[config.mk]
export PLATFORM = sky130hd
export DESIGN_NAME = keyed_wdt
export DESIGN_NICKNAME = d
export VERILOG_FILES = /design/src/rtl/kwdt_pkg.sv /design/src/rtl/kwdt_regs.sv /design/src/rtl/kwdt_counter.sv /design/src/rtl/kwdt_response.sv /design/src/rtl/keyed_wdt.sv
export SDC_FILE = /design/constraint.sdc
export NUM_CORES = 1
export LEC_CHECK = 0
export CORE_UTILIZATION = 35
export CTS_BUF_LIST = sky130_fd_sc_hd__clkbuf_4
export DETAILED_ROUTE_END_ITERATION = 7
export GPL_TIMING_DRIVEN = 0
export PLACE_DENSITY = 0.69
export SETUP_SLACK_MARGIN = 0.15
export SLEW_MARGIN = 20
export SYNTH_ARGS = -nofsm -noshare
export SYNTH_HDL_FRONTEND = slang
export SYNTH_SLANG_ARGS = --single-unit
[constraint.sdc]
create_clock -name clk -period 2.9 [get_ports clk]
set_input_delay 0.29 -clock clk [delete_from_list [all_inputs] [get_ports clk]]
set_output_delay 0.29 -clock clk [all_outputs]
set_load 0.05 [all_outputs]
[src/rtl/kwdt_pkg.sv]
// Package: shared offsets, keys and the mode field layout of the keyed watchdog.
// Assumes byte offsets fit in 8 bits; wider address buses zero-extend them.
package kwdt_pkg;
    localparam logic [7:0]  OFS_MODE   = 8'h00;
    localparam logic [7:0]  OFS_LEN    = 8'h04;
    localparam logic [7:0]  OFS_KICK   = 8'h08;
    localparam logic [7:0]  OFS_SWRST  = 8'h14;

    localparam logic [7:0]  MODE_KEY   = 8'h22;
    localparam logic [4:0]  LEN_KEY    = 5'h08;
    localparam logic [31:0] KICK_CODE  = 32'h0000_1971;
    localparam logic [31:0] SWRST_CODE = 32'h0000_1209;

    localparam int LEN_LSB = 5;

    typedef struct packed {
        logic two_stage;   // bit6
        logic rearm;       // bit4
        logic irq_en;      // bit3
        logic rst_en;      // bit2
        logic pol_hi;      // bit1
        logic en;          // bit0
    } mode_t;
endpackage

[src/rtl/kwdt_regs.sv]
// Register file: decodes bus writes, checks keys and codes, holds mode and length,
// and issues kick, software-reset and reload strobes. Assumes one-cycle writes.
module kwdt_regs
    import kwdt_pkg::*;
#(
    parameter int ADDR_W    = 8,
    parameter int LEN_W     = 11,
    parameter int DEF_UNITS = 1984
) (
    input  logic              clk,
    input  logic              rst_n,
    input  logic              bus_wr,
    input  logic [ADDR_W-1:0] bus_addr,
    input  logic [31:0]       bus_wdata,
    output logic [31:0]       bus_rdata,
    input  logic              clr_en_i,
    output mode_t             mode_o,
    output logic [LEN_W-1:0]  len_o,
    output logic              kick_o,
    output logic              swrst_o,
    output logic              reload_o,
    output logic [LEN_W-1:0]  reload_val_o
);
    localparam logic [ADDR_W-1:0] A_MODE  = ADDR_W'(OFS_MODE);
    localparam logic [ADDR_W-1:0] A_LEN   = ADDR_W'(OFS_LEN);
    localparam logic [ADDR_W-1:0] A_KICK  = ADDR_W'(OFS_KICK);
    localparam logic [ADDR_W-1:0] A_SWRST = ADDR_W'(OFS_SWRST);

    mode_t            mode_q;
    mode_t            mode_wr;
    logic [LEN_W-1:0] len_q;
    logic [LEN_W-1:0] len_field;
    logic             mode_ok;
    logic             len_ok;
    logic             en_start;

    // Purpose: key and code checks for every control location.
    always_comb begin
        len_field = bus_wdata[LEN_LSB +: LEN_W];
        mode_ok   = bus_wr && (bus_addr == A_MODE) && (bus_wdata[31:24] == MODE_KEY);
        len_ok    = bus_wr && (bus_addr == A_LEN) && (bus_wdata[4:0] == LEN_KEY)
                    && (len_field != '0);
        kick_o    = bus_wr && (bus_addr == A_KICK) && (bus_wdata == KICK_CODE);
        swrst_o   = bus_wr && (bus_addr == A_SWRST) && (bus_wdata == SWRST_CODE);
        mode_wr   = '{two_stage: bus_wdata[6], rearm: bus_wdata[4], irq_en: bus_wdata[3],
                      rst_en: bus_wdata[2], pol_hi: bus_wdata[1], en: bus_wdata[0]};
        en_start  = mode_ok && bus_wdata[0] && !mode_q.en;
    end

    // Purpose: restart strobe and the count the countdown restarts from.
    always_comb begin
        reload_o     = kick_o || len_ok || en_start;
        reload_val_o = len_ok ? len_field : len_q;
    end

    // Purpose: mode storage; a keyed write wins over an expiry-driven disable.
    always_ff @(posedge clk) begin
        if (!rst_n)
            mode_q <= '0;
        else if (mode_ok)
            mode_q <= mode_wr;
        else if (clr_en_i)
            mode_q.en <= 1'b0;
    end

    // Purpose: length storage, power-on value is the longest timeout.
    always_ff @(posedge clk) begin
        if (!rst_n)
            len_q <= LEN_W'(DEF_UNITS);
        else if (len_ok)
            len_q <= len_field;
    end

    // Purpose: read mux, key bits always read as zero.
    always_comb begin
        bus_rdata = '0;
        if (bus_addr == A_MODE)
            bus_rdata = {25'd0, mode_q.two_stage, 1'b0, mode_q.rearm, mode_q.irq_en,
                         mode_q.rst_en, mode_q.pol_hi, mode_q.en};
        else if (bus_addr == A_LEN)
            bus_rdata[LEN_LSB +: LEN_W] = len_q;
    end

    assign mode_o = mode_q;
    assign len_o  = len_q;
endmodule

[src/rtl/kwdt_counter.sv]
// Countdown: a tick prescaler of UNIT_TICKS feeding a unit down-counter.
// Emits a one-cycle expiry pulse and restarts itself from the stored length.
module kwdt_counter #(
    parameter int LEN_W      = 11,
    parameter int UNIT_TICKS = 512
) (
    input  logic             clk,
    input  logic             rst_n,
    input  logic             run_i,
    input  logic             tick_i,
    input  logic             reload_i,
    input  logic [LEN_W-1:0] reload_val_i,
    input  logic [LEN_W-1:0] len_i,
    output logic             expire_o
);
    localparam int PRE_W = (UNIT_TICKS > 1) ? $clog2(UNIT_TICKS) : 1;
    localparam logic [PRE_W-1:0] PRE_LAST = PRE_W'(UNIT_TICKS - 1);

    logic [PRE_W-1:0] pre_q;
    logic [LEN_W-1:0] units_q;

    // Purpose: prescale ticks into units and count units down to expiry.
    always_ff @(posedge clk) begin
        if (!rst_n) begin
            pre_q    <= '0;
            units_q  <= '0;
            expire_o <= 1'b0;
        end else begin
            expire_o <= 1'b0;
            if (reload_i) begin
                pre_q   <= '0;
                units_q <= reload_val_i;
            end else if (run_i && tick_i) begin
                if (pre_q == PRE_LAST) begin
                    pre_q <= '0;
                    if (units_q <= LEN_W'(1)) begin
                        expire_o <= 1'b1;
                        units_q  <= len_i;
                    end else begin
                        units_q <= units_q - 1'b1;
                    end
                end else begin
                    pre_q <= pre_q + 1'b1;
                end
            end
        end
    end
endmodule

[src/rtl/kwdt_response.sv]
// Expiry response: interrupt, two-stage escalation and the fixed-length reset pulse.
// Assumes the expiry pulse is one cycle wide.
module kwdt_response
    import kwdt_pkg::*;
#(
    parameter int RST_CYC = 16
) (
    input  logic  clk,
    input  logic  rst_n,
    input  mode_t mode_i,
    input  logic  expire_i,
    input  logic  kick_i,
    input  logic  swrst_i,
    output logic  rst_act_o,
    output logic  irq_o,
    output logic  clr_en_o
);
    localparam int CW = $clog2(RST_CYC + 1);

    logic [CW-1:0] pulse_q;
    logic          irq_q;
    logic          wd_fire;

    // Purpose: decide whether this expiry escalates to a reset.
    always_comb begin
        wd_fire  = expire_i && mode_i.en && mode_i.rst_en
                   && (!mode_i.irq_en || (mode_i.two_stage && irq_q));
        clr_en_o = wd_fire && !mode_i.rearm;
    end

    // Purpose: reset pulse length counter, retriggered by any reset request.
    always_ff @(posedge clk) begin
        if (!rst_n)
            pulse_q <= '0;
        else if (swrst_i || wd_fire)
            pulse_q <= CW'(RST_CYC);
        else if (pulse_q != '0)
            pulse_q <= pulse_q - 1'b1;
    end

    // Purpose: level interrupt, cleared by kick, disable or escalation.
    always_ff @(posedge clk) begin
        if (!rst_n)
            irq_q <= 1'b0;
        else if (kick_i || !mode_i.en || wd_fire)
            irq_q <= 1'b0;
        else if (expire_i && mode_i.irq_en)
            irq_q <= 1'b1;
    end

    assign rst_act_o = (pulse_q != '0);
    assign irq_o     = irq_q;
endmodule

[src/rtl/keyed_wdt.sv]
// Top: keyed-access watchdog. tick_i is a synchronous strobe from a slow time base.
// Assumes bus writes are one cycle; reads are combinational on bus_addr.
module keyed_wdt
    import kwdt_pkg::*;
#(
    parameter int ADDR_W        = 8,
    parameter int UNIT_TICKS    = 512,
    parameter int UNITS_PER_SEC = 64,
    parameter int MAX_SECONDS   = 31,
    parameter int RST_CYC       = 16
) (
    input  logic              clk,
    input  logic              rst_n,
    input  logic              tick_i,
    input  logic              bus_wr,
    input  logic [ADDR_W-1:0] bus_addr,
    input  logic [31:0]       bus_wdata,
    output logic [31:0]       bus_rdata,
    output logic              wdt_rst_o,
    output logic              irq_o
);
    localparam int DEF_UNITS = MAX_SECONDS * UNITS_PER_SEC;
    localparam int LEN_W     = $clog2(DEF_UNITS + 1);

    mode_t            mode_q;
    logic [LEN_W-1:0] len_q;
    logic [LEN_W-1:0] reload_val;
    logic             kick;
    logic             swrst;
    logic             reload;
    logic             expire;
    logic             clr_en;
    logic             rst_act;

    kwdt_regs #(.ADDR_W(ADDR_W), .LEN_W(LEN_W), .DEF_UNITS(DEF_UNITS)) u_regs (
        .clk(clk), .rst_n(rst_n), .bus_wr(bus_wr), .bus_addr(bus_addr),
        .bus_wdata(bus_wdata), .bus_rdata(bus_rdata), .clr_en_i(clr_en),
        .mode_o(mode_q), .len_o(len_q), .kick_o(kick), .swrst_o(swrst),
        .reload_o(reload), .reload_val_o(reload_val)
    );

    kwdt_counter #(.LEN_W(LEN_W), .UNIT_TICKS(UNIT_TICKS)) u_cnt (
        .clk(clk), .rst_n(rst_n), .run_i(mode_q.en), .tick_i(tick_i),
        .reload_i(reload), .reload_val_i(reload_val), .len_i(len_q),
        .expire_o(expire)
    );

    kwdt_response #(.RST_CYC(RST_CYC)) u_resp (
        .clk(clk), .rst_n(rst_n), .mode_i(mode_q), .expire_i(expire),
        .kick_i(kick), .swrst_i(swrst), .rst_act_o(rst_act), .irq_o(irq_o),
        .clr_en_o(clr_en)
    );

    // Purpose: drive the reset pin at the programmed polarity.
    assign wdt_rst_o = rst_act ? mode_q.pol_hi : !mode_q.pol_hi;
endmodule

==> results.yml <==
run:
  cap_violations: 0
worst_setup_path:
  cp-end-kind: "primary output"
  cp-endpoint: "bus_rdata[6]"
  critPathMaxFanout: 4
  rr_startpoint: "u_cnt.units_q[1]"
  rr_endpoint: "u_cnt.units_q[8]"
  worst_setup_path_start_kind: "input pin"
  reg2reg_slack_ps: 610
  crit_start: "bus_addr[2]"
  crit_required_ps: 2610
  rr_worst_depth: 8
  crit_type: "in -> out"
  crit_arrival_ps: 2380
logic_synthesis:
  syn_inst: 320
  synth_area_per_cell_sq_um: 8.23
  synth_async_sr_flop_share: 0
  synth_edf_count: 0
  ys.warnings.count: 0
  ys_ff_latch: 44
  synth_ff_type: "dfxtp_1"
  synth_area_leaders: "dfxtp_1, mux2i_1, nor2_1"
  synth_cell_type_count: 56
  seq_area_frac_synth: 0.334
  netlist.top_cell.by_area: "dfxtp_1"
  synth_area_sq_um: 2640
  synth_top_area_share: 0.334
timing:
  fmax_ghz: 0.374
  final_hold_viol_count: 0
  rsz0062_at_grt: "no"
  tns_ps: 0
  slew_violations: 0
  min_period_ps: 2670
  fin_ws_ps: 228
  slew_headroom: 0.490
  worst-slew-pin-transition_ps: 758
  finalClockSkew_ps: 5.91
  finalSetupViolCount: 0
  post-route-period-util: 0.921
  fin_hold_ws_ps: 474
finish:
  regArea_sq_um: 881
  syn_to_final_growth_pct: 33.0
  diodes: 0
  design_area_sq_um: 3510
  drive_gt1_frac: 0.126
  multi_input_comb_area_sq_um: 1640
  stdcell_count: 504
  fin_util: 0.483
  final_cell_mix: "clkdlybuf4s50_1, dfxtp_1, nor2_1"
  fillers: 703
  final_nets: 453
die:
  fp.dieH_um: 88.8
  rows: 31
  ios: 78
  core_area_sq_um: 7250
  dieArea_sq_um: 7880
  initial_core_util: 0.363
  die_w_um: 88.8
pwr:
  swShare: 0.257
  power_mw: 1.16
  comb_power_share: 0.140
  powerDensity_nw_per_um2: 332
  power_switching_mw: 0.299
  power_frac_clock: 0.341
  intPower_mw: 0.866
  p_seq_frac: 0.519
  leakage_nw: 1.44
  vdd_drop_max_uv: 177
clock_tree:
  cts_tree: "yes"
  clk_pin_slew_ps: 140
  cts_root_buffer: "clkbuf_4"
  clkLatencyLatePin_ps: 360
  clock_path_buffers: 2
  cts_buffers: 5
  cts.sinks: 44
  htree_levels: 2
routing:
  vias: 2526
  wl_um: 6880
  antenna_left: 0
  wl_per_cell_um: 13.6
  drt_iter0_drc: 104
  drc: 0
  dr.pass1.iters: 4
  viasPerCell: 5.01
grt:
  grt-ovfl-total: 0
  grt_pass1_wl_um: 10800
  antenna_found_initial: 0
  grt_pass1_vias: 2256
  track_usage: 0.177
  grt_max_degree: 16
placed_design:
  dp_hpwl_um: 5250
  dpl-instance-area_sq_um: 3430
  portBuffers: 61
  routabilityCongestion: 0.900
  dp.cells: 495
  place_ws_ps: -517
min_path:
  hp-class: "reg -> reg"
run_status:
  status: "completed"
-- power by group through the flow --
stage                     Sequential [mW]  Clock [mW]  Combinational, mW
final                               0.605       0.398              0.163
after global routing                0.605       0.427              0.174
after CTS                           0.605       0.410              0.160
after detailed placement            0.618           0              0.159
after global placement              0.618           0              0.158
after floorplan                     0.618           0             0.0824
-- worst min-delay path by stage --
stage / start / to / slack, ps / depth (start not counted)
after floorplan: bus_wdata[15] / u_regs.len_o[10] / 440 / 2
after global placement: u_cnt.pre_q[8] / u_cnt.pre_q[8] / 450 / 2
after detailed placement: u_cnt.pre_q[8] / u_cnt.pre_q[8] / 450 / 2
after CTS: u_cnt.pre_q[8] / u_cnt.pre_q[8] / 470 / 2
after global routing: u_cnt.pre_q[8] / u_cnt.pre_q[8] / 510 / 2
final: u_cnt.pre_q[8] / u_cnt.pre_q[8] / 470 / 2
-- flip-flops by register name (all words and copies together) (netlist names) --
signal / flops
u_cnt.units_q: 11
u_regs.len_o: 11
u_cnt.pre_q: 9
u_regs.mode_o: 6
u_resp.pulse_q: 5
u_cnt.expire_o: 1
u_resp.irq_o: 1
-- layer usage --
| layer | vias up | part of all wire | track usage | wire length (um) |
|---|---|---|---|---|
| met3 | 5 | 0.094 | 0.0364 | 646 |
| met4 | 0 | 0.0074 | 0.0352 | 51 |
| met2 | 107 | 0.44 | 0.292 | 3030 |
| met1 | 1132 | 0.46 | 0.240 | 3150 |
| li1 | 1282 | - | - | - |
| met5 | - | 0 | 0 | 0 |
-- synth_stat cells, types with 5 or more instances --
cell       n
inv_1      8
nor2b_1   12
nor4_1     7
nand3_1    6
ha_1       5
and3_1     7
a21oi_1   16
nand4_1    6
and2_1    16
mux2i_1   16
xor2_1     5
dfxtp_1   44
o21ai_0   11
clkbuf_1   8
nor2_1    35
buf_4     16
nand2_1   27
nor3_1    10
o21a_1     8
-- final cells by class --
class                      instances  area share
timing repair buffer              62       0.160
clock buffer                       5      0.0107
tap                               99      0.0353
inverter                           8     0.00857
buffer                            28      0.0532
multi-input combinational        255       0.468
sequential                        44       0.251
clock inverter                     3      0.0136
-- critical path: stages --
cell and delay (ps):
clkdlybuf4s50_1 570, or4b_2 620, nor3_2 180, a22o_1 180
dlygate4sd2_1 530
-- cells by family after synthesis --
kind of cell / Yosys count / synth area share
other cells: 1 / 0.00142
flops: 44 / 0.334
mux: 16 / 0.0608
buf+inv: 36 / 0.0807
compound gates: 60 / 0.156
simple gates: 149 / 0.313
fa+ha+maj: 5 / 0.0237
xor+xnor: 9 / 0.0299
-- what timing repair did --
item | CTS | global route
setup buffers | 0 | 1
setup endpoints to repair | 17 | 28
hold buffers | 0 | 0
cloned | 0 | 0
resized for setup | 58 | 6
pin swaps | 0 | 1
(Power assumes the default switching activity.)
